### src/rtl/spi_byte_master.sv
module spi_byte_master #(
  parameter int W  = 8,
  parameter int RW = 8
) (
  input  logic          clk,
  input  logic          rst_n,
  input  logic          wr_en,
  input  logic [W-1:0]  wdata,
  input  logic          rd_en,
  input  logic          flag_clr,
  input  logic          cfg_cpol,
  input  logic          cfg_early_out,
  input  logic          cfg_smp_late,
  input  logic [2:0]    cfg_rate,
  input  logic [RW-1:0] cfg_reload,
  input  logic          cfg_sdo_en,
  input  logic          tmr_tick,
  input  logic          sdi,
  output logic          sck,
  output logic          sdo,
  output logic          sdo_oe,
  output logic [W-1:0]  rdata,
  output logic          busy,
  output logic          buf_full,
  output logic          irq,
  output logic          wcol,
  output logic          rovf
);
  localparam int HW = $clog2(2 * W);
  localparam int CW = RW + 2;
  localparam logic [HW-1:0] LAST = HW'(2 * W - 1);

  logic [HW-1:0] half;
  logic [CW-1:0] div_cnt, half_len;
  logic [W-1:0]  shreg;
  logic          mid_bit, tick, in_bit;

  always_comb begin
    case (cfg_rate)
      3'd1:    half_len = CW'(8);
      3'd2:    half_len = CW'(32);
      3'd4:    half_len = ({2'b00, cfg_reload} + CW'(1)) << 1;
      default: half_len = CW'(2);
    endcase
  end

  assign tick   = busy & ((cfg_rate == 3'd3) ? tmr_tick : (div_cnt == half_len - CW'(1)));
  assign in_bit = cfg_smp_late ? sdi : mid_bit;
  assign sck    = cfg_cpol ^ (busy & (half[0] ~^ cfg_early_out));
  assign sdo    = cfg_sdo_en & shreg[W-1];
  assign sdo_oe = cfg_sdo_en;

  always_ff @(posedge clk or negedge rst_n) begin
    if (!rst_n) begin
      busy     <= 1'b0;
      half     <= '0;
      div_cnt  <= '0;
      shreg    <= '0;
      mid_bit  <= 1'b0;
      rdata    <= '0;
      buf_full <= 1'b0;
      irq      <= 1'b0;
      wcol     <= 1'b0;
      rovf     <= 1'b0;
    end else begin
      if (flag_clr) begin
        irq  <= 1'b0;
        wcol <= 1'b0;
        rovf <= 1'b0;
      end
      if (rd_en) buf_full <= 1'b0;
      if (wr_en) begin
        if (busy) wcol <= 1'b1;
        else begin
          busy    <= 1'b1;
          shreg   <= wdata;
          half    <= '0;
          div_cnt <= '0;
        end
      end
      if (tick) begin
        div_cnt <= '0;
        half    <= half + HW'(1);
        if (!half[0]) mid_bit <= sdi;
        else          shreg   <= {shreg[W-2:0], in_bit};
        if (half == LAST) begin
          busy <= 1'b0;
          irq  <= 1'b1;
          if (buf_full && !rd_en) rovf <= 1'b1;
          else begin
            rdata    <= {shreg[W-2:0], in_bit};
            buf_full <= 1'b1;
          end
        end
      end else if (busy) begin
        div_cnt <= div_cnt + CW'(1);
      end
    end
  end
endmodule


### config.mk
export PLATFORM = sky130hd
export DESIGN_NAME = spi_byte_master
export DESIGN_NICKNAME = d
export VERILOG_FILES = /design/src/rtl/spi_byte_master.sv
export SDC_FILE = /design/constraint.sdc
export NUM_CORES = 1
export LEC_CHECK = 0
export ABC_CLOCK_PERIOD_IN_PS = 2700
export CAP_MARGIN = 20
export CORE_ASPECT_RATIO = 1.75
export CORE_MARGIN = 5
export CORE_UTILIZATION = 39
export DETAILED_ROUTE_END_ITERATION = 7
export PLACE_DENSITY = 0.65
export REMOVE_ABC_BUFFERS = 1
export SLEW_MARGIN = 20
export SYNTH_ARGS = -nofsm -noshare
export SYNTH_HDL_FRONTEND = slang
export SYNTH_SLANG_ARGS = --single-unit
### constraint.sdc
create_clock -name clk -period 2.7 [get_ports clk]
set_clock_uncertainty 0.2 [all_clocks]
set_input_delay 0.54 -clock clk [delete_from_list [all_inputs] [get_ports clk]]
set_output_delay 0.54 -clock clk [all_outputs]
set_load 0.005 [all_outputs]
# Word-level counts from Yosys, hierarchy flattened
# Index checks and enable logic that the tools add are counted.
# word_totals
regBits	36
wordCells	65
output_inout_bits	16
ramBits	0
input_bits	30
memories	0
romBits	0
latchBits	0
# op_classes
bitwise	7
n_mux	30
div_mod_pow	0
reduce_logical	7
n_addsub	4
n_shift	0
eq_ne	7
magnitude_cmp	0
mul	0
# op_table
operator	count
8-bit 2-to-1 mux	4
10-bit 2-to-1 mux	3
10-bit one-hot mux with 3 select lines	1
1-bit 2-to-1 mux	19
4-bit 2-to-1 mux	3
10-bit by 1-bit adder with 10-bit output (second input constant)	1
10-bit == test	1
10-bit by 1-bit subtractor with 10-bit output (second input constant)	1
8-bit by 1-bit adder with 9-bit output (second input constant)	1
3-bit by 2-bit == test with 1-bit output (second input constant)	2
4-bit by 1-bit adder with 4-bit output (second input constant)	1
4-bit == test (second input constant)	1
2-bit AND reduction	2
1-bit AND	3
3-bit by 1-bit == test with 1-bit output (second input constant)	1
3-bit == test (second input constant)	1
3-bit AND reduction	1
3-bit nonzero test	1
2-bit by 1-bit != test with 1-bit output (second input constant)	1
1-bit inverter	2
2-bit nonzero test	1
1-bit logical AND	1
1-bit logical NOT	1
1-bit bitwise XNOR	1
1-bit XOR	1

# Depth between registers and ports, before layout
# Gate-level depths: netlist of the first run.
# depth
word_depth	8
ltp_mapped	14
depth_no_buf	12

# Least setup slack after synthesis of the first run
# Ideal clock, no wire load.
# synth_timing
path_kind	input-to-reg
startpoint	in cfg_rate[0]
endpoint	reg rdata[1]
setup_slack_ns	-0.888
arrival_ns	3.263
setup_ns	0.125
t_required_ns	2.375
stages	13
path_buffers	1
path_cell_list	clkbuf_1 -> xnor2_1 -> o21ai_0 -> ha_1 -> xor2_1 -> nand2_1 -> a21oi_1 -> nand3_1 -> nor4b_2 -> a211oi_1 -> nor3_2 -> nor3b_4 -> mux2_2
# synth_between
elab_chain_cells	7
elab_cells_between_ends	10
classes_between	add/sub: 1; eq/ne: 5; mux: 2; bitwise: 1; reduce/logical: 1
# synth_lines
element	line	source
start, declared	14	input logic [2:0] cfg_rate,
3-bit == test, or another cell as far along	39	case (cfg_rate)
10-bit one-hot mux with 3 select lines	39	
10-bit by 1-bit subtractor with 10-bit output	47	assign tick = busy & ((cfg_rate == 3'd3) ? tmr_tick : (div_cnt == half_len - CW'(1)));
10-bit == test	47	
1-bit 2-to-1 mux (*)	47	
1-bit AND (*)	47	
3-bit AND reduction (no source line) (*)	-	
end signal, assigned	91	rdata <= {shreg[W-2:0], in_bit};
end, declared	22	output logic [W-1:0] rdata,
# Every way passes the cells marked *; elsewhere a longest branch is shown, timed or not.
# A chain may end at the register's enable or synchronous reset.

# Worst setup path in the final report of the first run
# layout_timing
startpoint	in cfg_rate[1]
endpoint	reg rdata[4]
# The elaborated chain is that of the path after synthesis.

==> impl.org, run 1 <==
** Run status
- The run finished, with violations left.
- Violated checks :: negative setup slack

** Power
- P per Cell Area :: around 570 nW/um^2
- Power comes to 2.16 mW.
- Leakage :: approximately 1.7 nW
- Peak ir drop on the vdd network :: ~0.52 mV

** Drt
- Via total after detailed routing :: around 2200
- Sum of routed wire length over all layers :: 6900 um
- Count of nets left with antenna violations after detail routing :: 0
- DR DRC count :: 0
- For this run, the detailed router's first-pass iteration total came to 4.
- After detailed routing, the average wire length per cell comes to around 17 um.
- Starting DRC count in detailed routing :: 53
- Average vias per placed instance :: about 5.4

** Floorplan
- Initial standard-cell utilization of the core :: 0.401
- Top-Level Pins :: 46
- The floorplan step defined a die boundary enclosing ~7800 sq um.
- Die Ht :: around 110 um
- The die is 69.0 um wide.
- Standard-cell row count :: 37
- The total area inside the core boundary comes to between 5000 and 6000 sq um.

** STA
- Dividing the final minimum period by the clock period gives 1.19.
- Setup repair after global routing could not meet its margin everywhere.
- Final critical delay including setup and external delays :: 3.23 ns
- The total count of max-transition violations in the final report came to 0.
- Setup violators final :: 35
- In the post-route analysis, the smallest setup slack over all paths is -0.526 ns.
- Static timing analysis puts the maximum clock frequency at around 310 MHz.
- Normalized max-slew margin :: 0.386
- Slew @ Worst Pin :: 0.917 ns
- Final number of hold-violating endpoints :: 0

** Layout
- Number of non-filler instances in the completed layout :: between 400 and 500
- Final Core Density :: 0.642
- In the final layout, the share of cells above drive strength 1 is 0.423.
- At the end of the flow, the number of nets in the layout was between 300 and 400.
- Area delta synth->final :: 60.1%
- 0 antenna diodes ended up in the layout.
- Post-route design area :: 3810 sq um

** Global routing
- Total global routing overflow :: 0
- Global-route wire length before repair :: around 11000 um
- Tot GR Track Use :: 0.172
- Number of antenna violations at the first check in global routing :: 0
- Vias in the first global route :: about 2400
- Maximum number of pins on one net before global-route repair :: 37

** Synth
- Among all flip-flop cells after synthesis, the most frequent one is sky130_fd_sc_hd__dfrtp_1.
- Synthesis handed over a netlist of 241 instances.
- Share of Yosys cell area claimed by the top area cell type :: 0.379
- Cell taking the most area after synthesis :: sky130_fd_sc_hd__dfrtp_1
- Counting flops with a built-in enable in the synthesized netlist gives 0.
- The Yosys step of the flow raised 0 warnings.
- Average footprint of a synthesized cell :: roughly 10 sq um
- Number of distinct library cell variants in the gate-level netlist after synthesis :: 57
- Synthesis inferred 36 register bits.
- Cells taking the most area after synthesis :: sky130_fd_sc_hd__dfrtp_1, sky130_fd_sc_hd__mux2_2, sky130_fd_sc_hd__xnor2_1
- Counting flops with an async set or reset pin after synthesis yields a share of 1.00.
- Netlist area before placement :: between 2000 and 2500 sq um
- Seq/Total Area, Yosys :: 0.379

** Critical path
- Kind of end point of the critical path :: register
- R2r endpoint :: rdata[4]$_DFFE_PN0P_
- Crit start category :: primary input
- Worst flop-to-flop path startpoint :: div_cnt[3]$_DFFE_PN0P_
- Arrival @ worst endpoint :: ~3.2 ns
- Worst endpoint required time :: between 2 and 3 ns
- Across all register-to-register paths, the minimum setup slack is approximately 0.1 ns.
- Along the worst path, the maximum fanout reaches 10.
- Worst setup startpoint :: cfg_rate[1]
- The critical path in this run is classified as in2reg.
- Number of cells on the worst reg-to-reg path :: 9

** Place
- The number of placed instances, taps included, is about 390.
- Total half-perimeter wirelength after legalization and detailed placement :: roughly 4600 um
- Worst slack at placement :: -1.45 ns
- Area of placed instances :: around 3200 sq um
- Final Wtd Congestion :: a little under 0.8
- Buffers placed on the I/O ports in this run total 45.

** Clock network
- # hold bufs at CTS :: 0
- CTS tree :: yes
- After clock tree synthesis, the clock-pin slew on the worst setup and hold paths is 0.07 ns.
- The H-tree was split into 2 levels.
- Cts bufs inserted :: 5
- CTS root buf :: sky130_fd_sc_hd__clkbuf_8
- Clock latency on the worst-skew pair :: roughly 0.30 ns
- The clock drives 36 sinks.
- Clk buf depth :: 2

** Hold path
- Endpoint with the worst hold slack :: wcol$_DFF_PN0_
- Counting instances, the worst hold path has a depth of 1.
- Worst hold path class :: reg2reg
- The startpoint identified for the worst hold timing path is wcol$_DFF_PN0_.

** Run
- Max-cap violations in this run came to 0.
## report_power, final
| part | leakage (nW) | internal, mW | total (mW) | switching [mW] |
|---|---|---|---|---|
| clock network | 0.0541 | 0.273 | 0.475 | 0.202 |
| logic | 1.15 | 0.514 | 0.873 | 0.359 |
| registers | 0.461 | 0.674 | 0.808 | 0.135 |
## synthesized netlist by cell type (all sizes together), types with 2 or more instances
cell     n
o21a     2
nor4b    2
a21o     6
mux2i    5
inv      5
mux2    23
and2     3
or2      3
nand3   10
nor3     4
nand2   19
xnor2   13
nor3b    4
a22o     3
a21oi   11
o21ai   12
a211oi   2
dfrtp   36
and3     8
nor4     4
a211o    2
nand2b   6
or3b     2
ha       4
buf      4
clkbuf   5
or3      2
nor2     8
o211a    2
nand4    3
nor2b    4
xor2     7
## flip-flops by register name (all words and copies together) (netlist names), 4 cells and up
register  flops
div_cnt      10
rdata         8
shreg         8
half          4
## placed cells by master (no fill, tap or decap), types with 7 or more instances in the layout
master                             n
sky130_fd_sc_hd__mux2_2            8
sky130_fd_sc_hd__nand3_1           7
sky130_fd_sc_hd__dfrtp_1          36
sky130_fd_sc_hd__buf_4            40
sky130_fd_sc_hd__buf_6             7
sky130_fd_sc_hd__xnor2_1          11
sky130_fd_sc_hd__mux2_4           15
sky130_fd_sc_hd__clkdlybuf4s50_1  33
sky130_fd_sc_hd__nor2_1            8
sky130_fd_sc_hd__nand2_1          16
## metrics by stage
step	hold WS (ns)	TNS (ns)
final	0.306	-15.69
after global routing	0.339	-19.86
after CTS	0.311	-14.37
after detailed placement	0.285	-46.34
after global placement	0.282	-43.99
after floorplan	0.0444	-18.88
## what timing repair did
action / in CTS / in global routing
endpoints found under the setup margin: 35 / 36
hold endpoints to repair: 0 / 0
setup buffers: 11 / 4
pin swaps: 21 / 20
gates resized for setup: 91 / 43
## layer usage
metal | track usage | wire length (um) | vias to the layer above
met5 | 0 | 0 | -
met1 | 0.166 | 2330 | 1092
li1 | - | - | 1059
met3 | 0.0284 | 238 | 15
met4 | 0.0795 | 232 | 0
met2 | 0.344 | 4090 | 58
## cell families (layout without fill, tap and decap cells)
logic type | after synthesis | count (layout) | synth area share
adder cells (fa/ha/maj) | 4 | 4 | 0.0211
AO/OA/AOI/OAI | 50 | 50 | 0.141
XOR/XNOR | 20 | 20 | 0.0737
buffers and inverters | 14 | 106 | 0.0247
AND/OR/NAND/NOR | 89 | 89 | 0.231
multiplexers | 28 | 28 | 0.130
flip-flops | 36 | 36 | 0.379
## worst max-delay path by stage
stage	slack, ns	endpoint
after floorplan	-0.71	div_cnt[5]$_DFFE_PN0P_
after detailed placement	-1.45	rdata[2]$_DFFE_PN0P_
after CTS	-0.54	rdata[6]$_DFFE_PN0P_
after global placement	-1.33	shreg[7]$_DFF_PN0_
after global routing	-0.64	rdata[4]$_DFFE_PN0P_
final	-0.53	rdata[4]$_DFFE_PN0P_
## layout make-up
type,count,area (sq um)
fillers,491,2120
well taps,78,97.6
repair buffers,93,857
multi-input cells,191,1820
flip-flops and latches,36,901
inverters,5,18.8
clock inverters,3,42.5
clock buffers,5,68.8
## critical path, stage by stage
cell and delay [ns]:
sky130_fd_sc_hd__buf_6 0.13, sky130_fd_sc_hd__or3b_4 0.43, sky130_fd_sc_hd__buf_6 0.14, sky130_fd_sc_hd__buf_4 0.14
sky130_fd_sc_hd__a311oi_2 0.26, sky130_fd_sc_hd__buf_4 0.19, sky130_fd_sc_hd__nor3_1 0.05, sky130_fd_sc_hd__o211a_1 0.24
sky130_fd_sc_hd__nor4_4 0.37, sky130_fd_sc_hd__nor3_4 0.08, sky130_fd_sc_hd__nor3b_4 0.17, sky130_fd_sc_hd__buf_12 0.16
sky130_fd_sc_hd__mux2_4 0.30
No activity file was read; power rests on OpenSTA's default activity.
==> run 2, diff against run 1 <==
--- a/config.mk
+++ b/config.mk
@@ -11,9 +11,8 @@
 export CORE_MARGIN = 5
 export CORE_UTILIZATION = 39
 export DETAILED_ROUTE_END_ITERATION = 7
-export PLACE_DENSITY = 0.65
+export PLACE_DENSITY = 0.64
 export REMOVE_ABC_BUFFERS = 1
-export SLEW_MARGIN = 20
 export SYNTH_ARGS = -nofsm -noshare
 export SYNTH_HDL_FRONTEND = slang
 export SYNTH_SLANG_ARGS = --single-unit
==> run 2 against run 1 <==
Against the previous run: the flow still finishes with violations (negative setup slack); global-route usage down 0.75 points; die area unchanged; sequential cell count unchanged; cell area up 0.16%; non-clock buffer count up 9; power down 4.3%; register-to-register slack better by 0.02 ns; hold slack worse by 0.0087 ns; utilization up 0.11 points; critical path type unchanged; largest cell class unchanged; highest routed layer unchanged.
==> impl.org, run 2 (synthesis results as in run 1) <==
** Layout
- After the last flow step, the layout net total stands at 375.
- In the final layout, the registers with the most flip-flops are div_cnt: 10 flops, rdata: 8 flops, shreg: 8 flops.
- Most common library cell in the layout ignoring fill and taps :: sky130_fd_sc_hd__buf_4
- Number of antenna diodes :: 0
- More flip-flops sit in one register than any other, and that register is div_cnt.
- In the layout the commonest cells are sky130_fd_sc_hd__buf_4, sky130_fd_sc_hd__dfrtp_1, sky130_fd_sc_hd__clkdlybuf4s50_1, sky130_fd_sc_hd__nand2_1, sky130_fd_sc_hd__mux2_2.
- Share of post-route cells with drive strength above 1 :: 0.433
- Area delta synth->final :: 60.4%
- The register with the most flip-flops in the layout has 10 of them.

** Critical path
- Category of the critical setup timing path :: in2reg
- STA classifies the critical path startpoint as a primary input.
- Maximum fanout count along the critical path :: 9
- Kind of end point of the critical path :: register
- At the worst endpoint, the required time is 2.67 ns.
- Data arrives at the worst endpoint at 3.09 ns.

** Power
- IR analysis of the VDD net gives a maximum drop of a little over 0.5 mV.
- Tot Pwr :: roughly 2.1 mW
- The analysis attributes to cell leakage a power of around 1.7 nW.
- P per Cell Area :: roughly 540 nW/um^2

** Drt
- The routed design has 6680 um of wire.
- The detailed router finished its first iteration with 44 violations.
- Router iterations before antenna repair :: 4
- Across all layers, the routed design uses 2222 vias.
- In the routed design, unresolved DRC markers number 0.
- The detail route stage leaves a number of antenna-violating nets equal to 0.
- WL/cell :: around 16 um
- Average vias per placed instance :: between 5 and 6

** Clock network
- For the worst-skew pair, the clock arrives at the later sink with an insertion delay of roughly 0.29 ns.
- The clock tree synthesis step divided the H-tree into 2 levels.
- TritonCTS built the clock tree.
- Clock-pin slew was measured on the worst setup and hold paths at 0.07 ns.
- Cts bufs inserted :: 5
- CTS root buf :: sky130_fd_sc_hd__clkbuf_8
- Clk buf depth :: 2
- CTS sink cnt :: 36

** STA
- Setup violators final :: 35
- Normalized max-slew margin :: 0.394
- For the pin with the worst max-slew slack, the measured transition is between 0.9 and 1 ns.
- Setup repair after global routing could not meet its margin everywhere.
- For the finished layout, the period the worst path requires is 3.12 ns.
- For this run, the top clock speed supported by timing is ~320 MHz.
- Final worst path period share :: 1.16
- For the final routed database, the setup TNS stands at -11.59 ns.
- The total count of max-transition violations in the final report is 0.
- Across all setup checks in the final design, the least slack found is -0.423 ns.
- Final number of hold-violating endpoints :: 0

** Global routing
- Number of antenna violations at the first check in global routing :: 0
- The first global-routing pass estimated approximately 11000 um of wire.
- Maximum number of pins on one net before global-route repair :: 37
- The number of global-route vias before repair was 2351.
- Summed over all layers, the global routing overflow is 0.
- Tot GR Track Use :: 0.165

** Run status
- The final reports fail on negative setup slack.
- Result of the run :: complete, but fails checks

** Place
- At the placement stage, the worst setup path has a slack of -1.47 ns.
- Final Wtd Congestion :: 0.786
- The count of buffers added on input and output ports is between 40 and 50.
- Total half-perimeter wirelength after legalization and detailed placement :: around 4700 um

** Floorplan
- Top-Level Pins :: 46
- For this configuration, the core starts out at a cell density of 0.401.
- Core area :: between 5000 and 6000 sq um
- The initialized floorplan defines 37 standard-cell rows.
- In this run the horizontal extent of the chip is 69.0 um.
- Die Ht :: ~110 um
- The floorplan step defined a die boundary enclosing 7820 sq um.

** Hold path
- In this run the worst hold path is classified as reg2reg.

** Run
- Across the run, the number of max-cap violations was 0.
## run 2: cell count changes in the layout (fill, tap and decap cells not counted), sizes merged
cell,delta
buf,+10
bufinv,-1
clkdlybuf4s50,+1
clkinv,+1
clkinvlp,-1
dlygate4sd2,+1
dlymetal6s2s,-2
## run 2: layer usage
metal,track usage,vias up,routed length [um]
met5,0,-,0
met2,0.337,48,3920
li1,-,1072,-
met4,0.0574,0,148
met3,0.0231,11,223
met1,0.163,1091,2390
## run 2: area by class of cell
class / count / area (sq um)
Clock inverter: 2 / 10.0
Multi-Input combinational cell: 191 / 1770
Fill cell: 539 / 2110
Timing Repair Buffer: 102 / 928
Tap cell: 78 / 97.6
Inverter: 5 / 18.8
Clock buffer: 6 / 82.6
Sequential cell: 36 / 901
## run 2: metrics by stage
step | instances | area (sq um) | util | hold WS (ns)
2_1_floorplan | 232 | 2340 | - | 0.0444
3_3_place_gp | 394 | 3190 | 0.538 | 0.284
3_5_place_dp | 394 | 3190 | 0.538 | 0.290
4_1_cts | 410 | 3580 | 0.604 | 0.307
5_1_grt | 420 | 3810 | 0.643 | 0.328
6_report | 420 | 3810 | 0.643 | 0.298
## run 2: repair_timing
| item | in CTS | in global routing |
|---|---|---|
| hold buffers | 0 | 0 |
| buffers inserted | 9 | 11 |
| pin swaps | 16 | 7 |
| gates resized for setup | 93 | 36 |
| setup endpoints to repair | 35 | 35 |
| endpoints found under the hold margin | 0 | 0 |
## run 2: final timing paths
check / from / end / slack [ns] / depth (start not counted)
worst max register to register: div_cnt[2]$_DFFE_PN0P_ / rdata[4]$_DFFE_PN0P_ / 0.12 / 10
worst min register to register: wcol$_DFF_PN0_ / wcol$_DFF_PN0_ / 0.30 / 1
worst min-delay path: wcol$_DFF_PN0_ / wcol$_DFF_PN0_ / 0.30 / 1
max in group asynchronous: rst_n / shreg[3]$_DFF_PN0_ / 1.50 / 2
min in group asynchronous: rst_n / div_cnt[5]$_DFFE_PN0P_ / 0.48 / 2
worst max-delay path: cfg_rate[1] / rdata[4]$_DFFE_PN0P_ / -0.42 / 14
## run 2: power by group
part           total (mW)  internal, mW  switching (mW)  leakage, nW
sequential          0.802         0.674           0.128        0.461
combinational       0.866         0.511           0.355         1.17
clock               0.395         0.204           0.192       0.0510
## run 2: worst max-delay path: stages
cell and delay, ns:
sky130_fd_sc_hd__buf_12 0.11, sky130_fd_sc_hd__nor3b_4 0.25, sky130_fd_sc_hd__nand2_4 0.07, sky130_fd_sc_hd__ha_4 0.26, sky130_fd_sc_hd__xor2_1 0.14, sky130_fd_sc_hd__nand2_1 0.08
sky130_fd_sc_hd__a21oi_2 0.12, sky130_fd_sc_hd__nand3_2 0.11, sky130_fd_sc_hd__nor4b_4 0.31, sky130_fd_sc_hd__a211oi_2 0.09, sky130_fd_sc_hd__nor3_4 0.25, sky130_fd_sc_hd__nor3b_4 0.26
sky130_fd_sc_hd__buf_12 0.16, sky130_fd_sc_hd__mux2_4 0.30
